**config.mk**
```make
export PLATFORM = sky130hd
export DESIGN_NAME = dbell_regblk
export DESIGN_NICKNAME = d
export VERILOG_FILES = /design/src/rtl/dbell_pkg.sv /design/src/rtl/dbell_decode.sv /design/src/rtl/dbell_irq_regs.sv /design/src/rtl/dbell_tx.sv /design/src/rtl/dbell_regblk.sv
export SDC_FILE = /design/constraint.sdc
export NUM_CORES = 1
export LEC_CHECK = 0
export BUFFER_PORTS_ARGS = -buffer_cell sky130_fd_sc_hd__clkbuf_2
export CAP_MARGIN = 20
export CORE_MARGIN = 4
export CORE_UTILIZATION = 40
export CTS_CLUSTER_SIZE = 20
export DETAILED_ROUTE_END_ITERATION = 7
export HOLD_SLACK_MARGIN = 0.02
export PLACE_DENSITY = 0.75
export SYNTH_ARGS = -nofsm -noshare
export SYNTH_HDL_FRONTEND = slang
export SYNTH_HIERARCHICAL = 1
export SYNTH_SLANG_ARGS = --single-unit
export TNS_END_PERCENT = 20
```
**constraint.sdc**
```tcl
create_clock -name clk_i -period 1.6 [get_ports clk_i]
set_input_delay 0.32 -clock clk_i [delete_from_list [all_inputs] [get_ports clk_i]]
set_output_delay 0.32 -clock clk_i [all_outputs]
set_load 0.02 [all_outputs]
```
**src/rtl/dbell_pkg.sv**
```systemverilog
package dbell_pkg;
  typedef enum logic [1:0] {
    SZ_BYTE = 2'd0,
    SZ_HALF = 2'd1,
    SZ_WORD = 2'd2,
    SZ_RSVD = 2'd3
  } acc_size_e;

  localparam int unsigned OFF_W = 8;
  localparam logic [OFF_W-1:0] OFF_MASK = 8'h00;
  localparam logic [OFF_W-1:0] OFF_STAT = 8'h10;
  localparam logic [OFF_W-1:0] OFF_BELL = 8'h20;

  typedef struct packed {
    logic mask_wr;
    logic stat_wr;
    logic mask_rd;
    logic stat_rd;
    logic bell_wr;
  } acc_dec_t;
endpackage

```
**src/rtl/dbell_decode.sv**
```systemverilog
module dbell_decode
  import dbell_pkg::*;
#(
  parameter int unsigned ADDR_W = 32
) (
  input  logic              req_i,
  input  logic              we_i,
  input  acc_size_e         size_i,
  input  logic [ADDR_W-1:0] addr_i,
  output acc_dec_t          dec_o
);
  logic [OFF_W-1:0] off, hoff;
  logic             is_half, is_byte;
  logic             unused_hi;

  assign off       = addr_i[OFF_W-1:0];
  assign hoff      = {off[OFF_W-1:1], 1'b0};  // writes drop bit 0, reads do not
  assign is_half   = req_i && (size_i == SZ_HALF);
  assign is_byte   = req_i && (size_i == SZ_BYTE);
  assign unused_hi = ^addr_i[ADDR_W-1:OFF_W];

  always_comb begin
    dec_o         = '0;
    dec_o.mask_wr = is_half &&  we_i && (hoff == OFF_MASK);
    dec_o.stat_wr = is_half &&  we_i && (hoff == OFF_STAT);
    dec_o.mask_rd = is_half && !we_i && (off  == OFF_MASK);
    dec_o.stat_rd = is_half && !we_i && (off  == OFF_STAT);
    dec_o.bell_wr = is_byte &&  we_i && (off  == OFF_BELL);
  end
endmodule

```
**src/rtl/dbell_irq_regs.sv**
```systemverilog
module dbell_irq_regs
  import dbell_pkg::*;
#(
  parameter int unsigned REG_W = 16,
  parameter int unsigned MSG_W = 8
) (
  input  logic             clk_i,
  input  logic             rst_ni,
  input  acc_dec_t         dec_i,
  input  logic [REG_W-1:0] wdata_i,
  input  logic             rx_valid_i,
  input  logic [MSG_W-1:0] rx_data_i,
  output logic [REG_W-1:0] mask_o,
  output logic [REG_W-1:0] stat_o,
  output logic             irq_o
);
  localparam int unsigned PAD_W = REG_W - MSG_W;

  logic [REG_W-1:0] mask_q, stat_q;

  always_ff @(posedge clk_i or negedge rst_ni) begin
    if (!rst_ni) begin
      mask_q <= '0;
      stat_q <= '0;
    end else begin
      if (dec_i.mask_wr) mask_q <= wdata_i;
      // peer byte beats any bus action on status
      if (rx_valid_i)          stat_q <= {{PAD_W{1'b0}}, rx_data_i};
      else if (dec_i.stat_wr)  stat_q <= wdata_i;
      else if (dec_i.stat_rd)  stat_q <= '0;
    end
  end

  assign mask_o = mask_q;
  assign stat_o = stat_q;
  assign irq_o  = |(stat_q & mask_q);
endmodule

```
**src/rtl/dbell_tx.sv**
```systemverilog
module dbell_tx #(
  parameter int unsigned MSG_W = 8
) (
  input  logic             clk_i,
  input  logic             rst_ni,
  input  logic             fire_i,
  input  logic [MSG_W-1:0] data_i,
  output logic             valid_o,
  output logic [MSG_W-1:0] data_o
);
  always_ff @(posedge clk_i or negedge rst_ni) begin
    if (!rst_ni) begin
      valid_o <= 1'b0;
      data_o  <= '0;
    end else begin
      valid_o <= fire_i;
      if (fire_i) data_o <= data_i;
    end
  end
endmodule

```
**src/rtl/dbell_regblk.sv**
```systemverilog
module dbell_regblk
  import dbell_pkg::*;
#(
  parameter int unsigned ADDR_W = 32,
  parameter int unsigned DATA_W = 32,
  parameter int unsigned REG_W  = 16,
  parameter int unsigned MSG_W  = 8
) (
  input  logic              clk_i,
  input  logic              rst_ni,
  input  logic              req_i,
  input  logic              we_i,
  input  logic [1:0]        size_i,
  input  logic [ADDR_W-1:0] addr_i,
  input  logic [DATA_W-1:0] wdata_i,
  output logic [DATA_W-1:0] rdata_o,
  output logic              irq_o,
  output logic              tx_valid_o,
  output logic [MSG_W-1:0]  tx_data_o,
  input  logic              rx_valid_i,
  input  logic [MSG_W-1:0]  rx_data_i
);
  localparam int unsigned RPAD_W = DATA_W - REG_W;

  acc_dec_t          dec;
  logic [REG_W-1:0]  mask_q, stat_q;
  logic [DATA_W-1:0] rdata_d, rdata_q;
  logic              unused_wd;

  assign unused_wd = ^wdata_i[DATA_W-1:REG_W];

  dbell_decode #(.ADDR_W(ADDR_W)) u_dec (
    .req_i  (req_i),
    .we_i   (we_i),
    .size_i (acc_size_e'(size_i)),
    .addr_i (addr_i),
    .dec_o  (dec)
  );

  dbell_irq_regs #(.REG_W(REG_W), .MSG_W(MSG_W)) u_regs (
    .clk_i      (clk_i),
    .rst_ni     (rst_ni),
    .dec_i      (dec),
    .wdata_i    (wdata_i[REG_W-1:0]),
    .rx_valid_i (rx_valid_i),
    .rx_data_i  (rx_data_i),
    .mask_o     (mask_q),
    .stat_o     (stat_q),
    .irq_o      (irq_o)
  );

  dbell_tx #(.MSG_W(MSG_W)) u_tx (
    .clk_i   (clk_i),
    .rst_ni  (rst_ni),
    .fire_i  (dec.bell_wr),
    .data_i  (wdata_i[MSG_W-1:0]),
    .valid_o (tx_valid_o),
    .data_o  (tx_data_o)
  );

  always_comb begin
    rdata_d = '0;
    if (dec.mask_rd)      rdata_d = {{RPAD_W{1'b0}}, mask_q};
    else if (dec.stat_rd) rdata_d = {{RPAD_W{1'b0}}, stat_q};
  end

  always_ff @(posedge clk_i or negedge rst_ni) begin
    if (!rst_ni) rdata_q <= '0;
    else         rdata_q <= rdata_d;
  end

  assign rdata_o = rdata_q;
endmodule

```
== Word-level counts from Yosys, hierarchy flattened ==
Index checks and enable logic that the tools add are counted.
Word-level totals
  bits of input ports: 79
  output and inout bits: 42
  logic and storage cells: 31
  register bits after elaboration: 73
Operators by class
  multiplexer cells: 5
  eq/ne operators: 4
  reduce and logical (&&, ||, !) cells: 16
  bitwise logic cells: 1
Operators with widths (count)
  16-bit two-way mux: 4
  32-bit two-way mux: 1
  16-bit bitwise AND: 1
  8-bit zero test: 2
  16-bit OR reduction: 1
  1-bit logical AND: 10
  8-bit by 5-bit == test with 1-bit output (second input constant): 1
  8-bit by 6-bit == test with 1-bit output (second input constant): 1
  7-bit by 4-bit == test with 1-bit output (second input constant): 1
  3-bit nonzero test: 1
  2-bit by 1-bit == test with 1-bit output (second input constant): 1
  2-bit zero test: 1
  1-bit zero test: 1

== Depth between registers and ports, before layout ==
  word-level depth: 7
  gate-level depth with buffers: 7
  mapped depth without buffers: 5

== Cells and area by module ==
Netlist, hierarchy kept.
By module, submodules not included
  dbell_irq_regs: instances 1, seq. area each 800.8 um^2, cells an instance 122, area an instance 1473.9 um^2
  dbell_regblk: instances 1, seq. area each 400.4 um^2, cells an instance 55, area an instance 721.9 um^2
  dbell_tx: instances 1, seq. area each 225.2 um^2, cells an instance 18, area an instance 356.6 um^2
  dbell_decode: instances 1, seq. area each 0.0 um^2, cells an instance 13, area an instance 101.3 um^2

== Worst setup path after synthesis ==
OpenSTA, ideal clock, no wires.
  path type: input-to-reg
  start: in addr_i[6]
  end: reg u_regs.stat_q[6], in the netlist u_regs/stat_o[6]
  cell stages on the path: 7
  path slack: -0.385 ns
  data required time: 1.468 ns
  path buffers: 2
  arrival: 1.853 ns
  library setup time: 0.132 ns
  cells stage by stage: or4b_4 -> nor4_1 -> buf_6 -> buf_6 -> nor3b_2 -> a21oi_1 -> o21ai_1
RTL lines
  from (decl): RTL line dbell_regblk.sv:14  | input logic [ADDR_W-1:0] addr_i,
  to (signal assigned): RTL line dbell_irq_regs.sv:28  | if (rx_valid_i) stat_q <= {{PAD_W{1'b0}}, rx_data_i};
  to (signal assigned): RTL line dbell_irq_regs.sv:29  | else if (dec_i.stat_wr) stat_q <= wdata_i;
  to (decl): RTL line dbell_irq_regs.sv:19  | logic [REG_W-1:0] mask_q, stat_q;

== Final worst setup path ==
  start: reg u_regs.mask_q[0], in the netlist u_regs/mask_o[0]
  end: out irq_o
Between the ends
  longest elaborated chain between the ends: 2
RTL lines
  from (decl): RTL line dbell_irq_regs.sv:19
  from (signal assigned): RTL line dbell_irq_regs.sv:26  | if (dec_i.mask_wr) mask_q <= wdata_i;
  16-bit bitwise AND: RTL line dbell_irq_regs.sv:36  | assign irq_o = |(stat_q & mask_q);
  16-bit OR reduction: RTL line dbell_irq_regs.sv:36
  to (decl): RTL line dbell_regblk.sv:17  | output logic irq_o,
Every way passes these cells.

==> flow_summary.ini <==
[grt]
wire_length_of_the_first_global_routing_pass_mm = 9.62
number_of_antenna_violations_at_the_first_check_in_global_routing = 0
grt_pass1_vias = 1966
grt.total_usage_pct = 16.3
grt_remaining_overflow = 0
grt_max_degree = 58
grt-busiest-layer = met2
use_met2_pct = 27.2
global_route.usage.met3_pct = 4.33
grt.met1_usage_pct = 19.5

[cells_and_area]
finalNetCount = 376
insertedDiodeCount = 0
area_growth_from_synthesis_to_layout_pct = 34.7
fin_util_pct = 56.0
drive_above_1_share_pct = 55.3
nFillCells = 528

[floorplan]
dieWidth_um = 89.5
fp.dieH_um = 89.5
core.rowCount = 29
core_area_um2 = 6390
floorplan.die_area_um2 = 8000
start_util_pct = 41.6
boundaryPins = 121

[clocking]
tritoncts = done
cts.clk_slew.worst_paths_ns = 0.06
root_buffer = clkbuf_8
cts_num_sinks = 57
htree_num_levels = 3
cts_buffers = 9
clock_latency_ns = 0.32
clockBufferDepth = 2

[placement]
port_buffers = 64
pre_cts_ws_ns = -0.426
place_congestion = 0.814
hpwl_mm = 4.08

[critical_path]
timing.critical_path.cells = a22o_1 > a221oi_2 > nand4_1 > clkbuf_8
worst-r2r-setup-slack_ns = 0.58
max_stage_delay_ns = 0.39
arrival_ns = 1.52
crit_slowest_cell = dfrtp_1
criticalPathCategory = register to primary output
worstSetupEndpointType = primary output
critical-path-top-delay-family = compound AO/OA/AOI/OAI gates
timing.critical_path.fanout_max = 3
crit_buf_inv = 1
start_kind = register
cp.required_ns = 1.28

[sta]
tightestPinTransition_ns = 0.523
tns_ns = -4.24
highest_clock_rate_ghz = 0.544
hold_viol_final = 0
final_critical_path_setup_slack_ns = -0.239
timing.final.max_slew_violations = 0
hold_slack_ns = 0.218
final-setup-viol-count = 57
timing.final.crit_share_pct = 115
min_period_ns = 1.84
grt_setup_unrepaired = true
clock_skew_ns = 0.00457
slew-limit-headroom_pct = 65.2

[synth]
post-synth-top-area-fraction_pct = 53.7
yosysWarnings = 6
postSynth.asyncResetShare_pct = 100
synth-edff-count = 0
synth_ff_type = dfrtp_1
synth_top_area_cell = dfrtp_1
synth_top_cells_by_count = 57 x dfrtp_1, 16 x a21oi_1, 16 x buf_4, 15 x mux2_2
synth_most_common_cell = dfrtp_1
yosys_register_bits = 57
netlist_top_cells_area = dfrtp_1 54%, mux2_2 6.4%, mux2_4 5.1%, buf_4 4.5%, buf_6 3.8%
syn-cell-area_um2 = 2650
synth.lib_cells_used.distinct = 29
cell_count_after_synthesis = 208
synth.yosys.seq_area_share_pct = 53.7
avgSynthCellArea_um2 = 12.8

[outcome]
failing_checks = negative setup slack
outcome = finished, violations left

[pwr]
cellPowerDensity_nw_per_um2 = 806
power.ir.vdd_worst_mv = 0.438
power_leakage_nw = 1.84

[detailed_routing]
post-route-drc-count = 0
vias = 1942
postRouteWirelength_mm = 6.62
wl_per_cell_um = 17.6
iteration_count_of_the_initial_detailed_routing_pass = 4
antenna_left = 0
route.detailed.vias_per_inst = 5.15
drt_first_iter_violations = 113

[worst_hold_path]
min_path_type = primary input to register

[flow_run]
cap_violations = 0
==> layout make-up <==
class	count	area [µm²]	area share (%)
multi-input combinational	137	1240	34.7
clock buffer	14	163	4.55
tap	77	96.3	2.70
sequential	57	1430	39.9
timing repair buffer	92	648	18.1
==> cell families (layout without fill, tap and decap cells) <==
family	Yosys count	count (layout)	synth area share, %
multiplexers	24	24	11.5
buffers and inverters	29	106	9.10
flip-flops	57	57	53.7
other	1	16	0.141
AO/OA/AOI/OAI	48	48	12.8
AND/OR/NAND/NOR	49	49	12.8
==> stage by stage <==
step / std cells / power (W) / area (µm²)
detailed placement: 350 / 0.00174 / 3120
floorplan: 223 / 0.00164 / 2780
global route: 377 / 0.00300 / 3570
finish: 377 / 0.00288 / 3570
CTS: 369 / 0.00288 / 3390
global placement: 350 / 0.00173 / 3120
==> state kept, by name, summed over array words and instances, names as in the netlist <==
name           flops
rdata_o           16
u_tx/valid_o       1
u_regs/stat_o     16
u_regs/mask_o     16
u_tx/data_o        8
==> metal layers <==
metal  share of wire, %  up-vias
met4                1.9        0
met2                 52       65
met3                6.8        9
met5                  0        -
met1                 40      967
li1                   -      901
==> where the power goes <==
part / internal (W) / switching (W)
Combinational: 0.000107 / 0.000143
Sequential: 0.00147 / 0.0000232
Clock: 0.000632 / 0.000507
Total: 0.00221 / 0.000673
==> layout by cell type (no fill, tap or decap), drive strengths merged, types with 2 or more instances in the layout <==
cell type  Yosys  layout
mux2          24      24
or3b           2       2
nand2         10      10
a21oi         16      16
a22o          19      19
nor2           8       8
clkbuf         3      77
dfrtp         57      57
o21ai          9       9
buf           26      28
nor3b         16      16
conb           1      16
or4b           2       2
a221oi         4       4
nor4           4       4
==> final timing paths <==
| kind | from | endpoint | cells after the start |
|---|---|---|---|
| setup / recovery | u_regs/mask_o[0]$_DFFE_PN0P_ | irq_o | 4 |
| hold / removal | rx_data_i[0] | u_regs/stat_o[0]$_DFFE_PN0P_ | 3 |
| setup reg to reg | u_regs/stat_o[5]$_DFFE_PN0P_ | u_regs/stat_o[5]$_DFFE_PN0P_ | 4 |
| min in group asynchronous | rst_ni | u_regs/mask_o[1]$_DFFE_PN0P_ | 3 |
| hold reg to reg | u_tx/data_o[7]$_DFFE_PN0P_ | u_tx/data_o[7]$_DFFE_PN0P_ | 1 |
| max in group asynchronous | rst_ni | u_regs/stat_o[12]$_DFFE_PN0P_ | 3 |
==> tightest hold or removal path, stage by stage <==
cell      delay, ns
clkbuf_2       0.07
nand2_1        0.05
o21ai_1        0.06
==> timing repair <==
item	in CTS	in global routing
buffers inserted	3	7
gates cloned	1	1
hold buffers	1	0
gates resized for setup	13	27
setup endpoints to repair	42	46
pin swaps	6	18
hold endpoints to repair	57	0
Power figures use the tool's default switching activity.
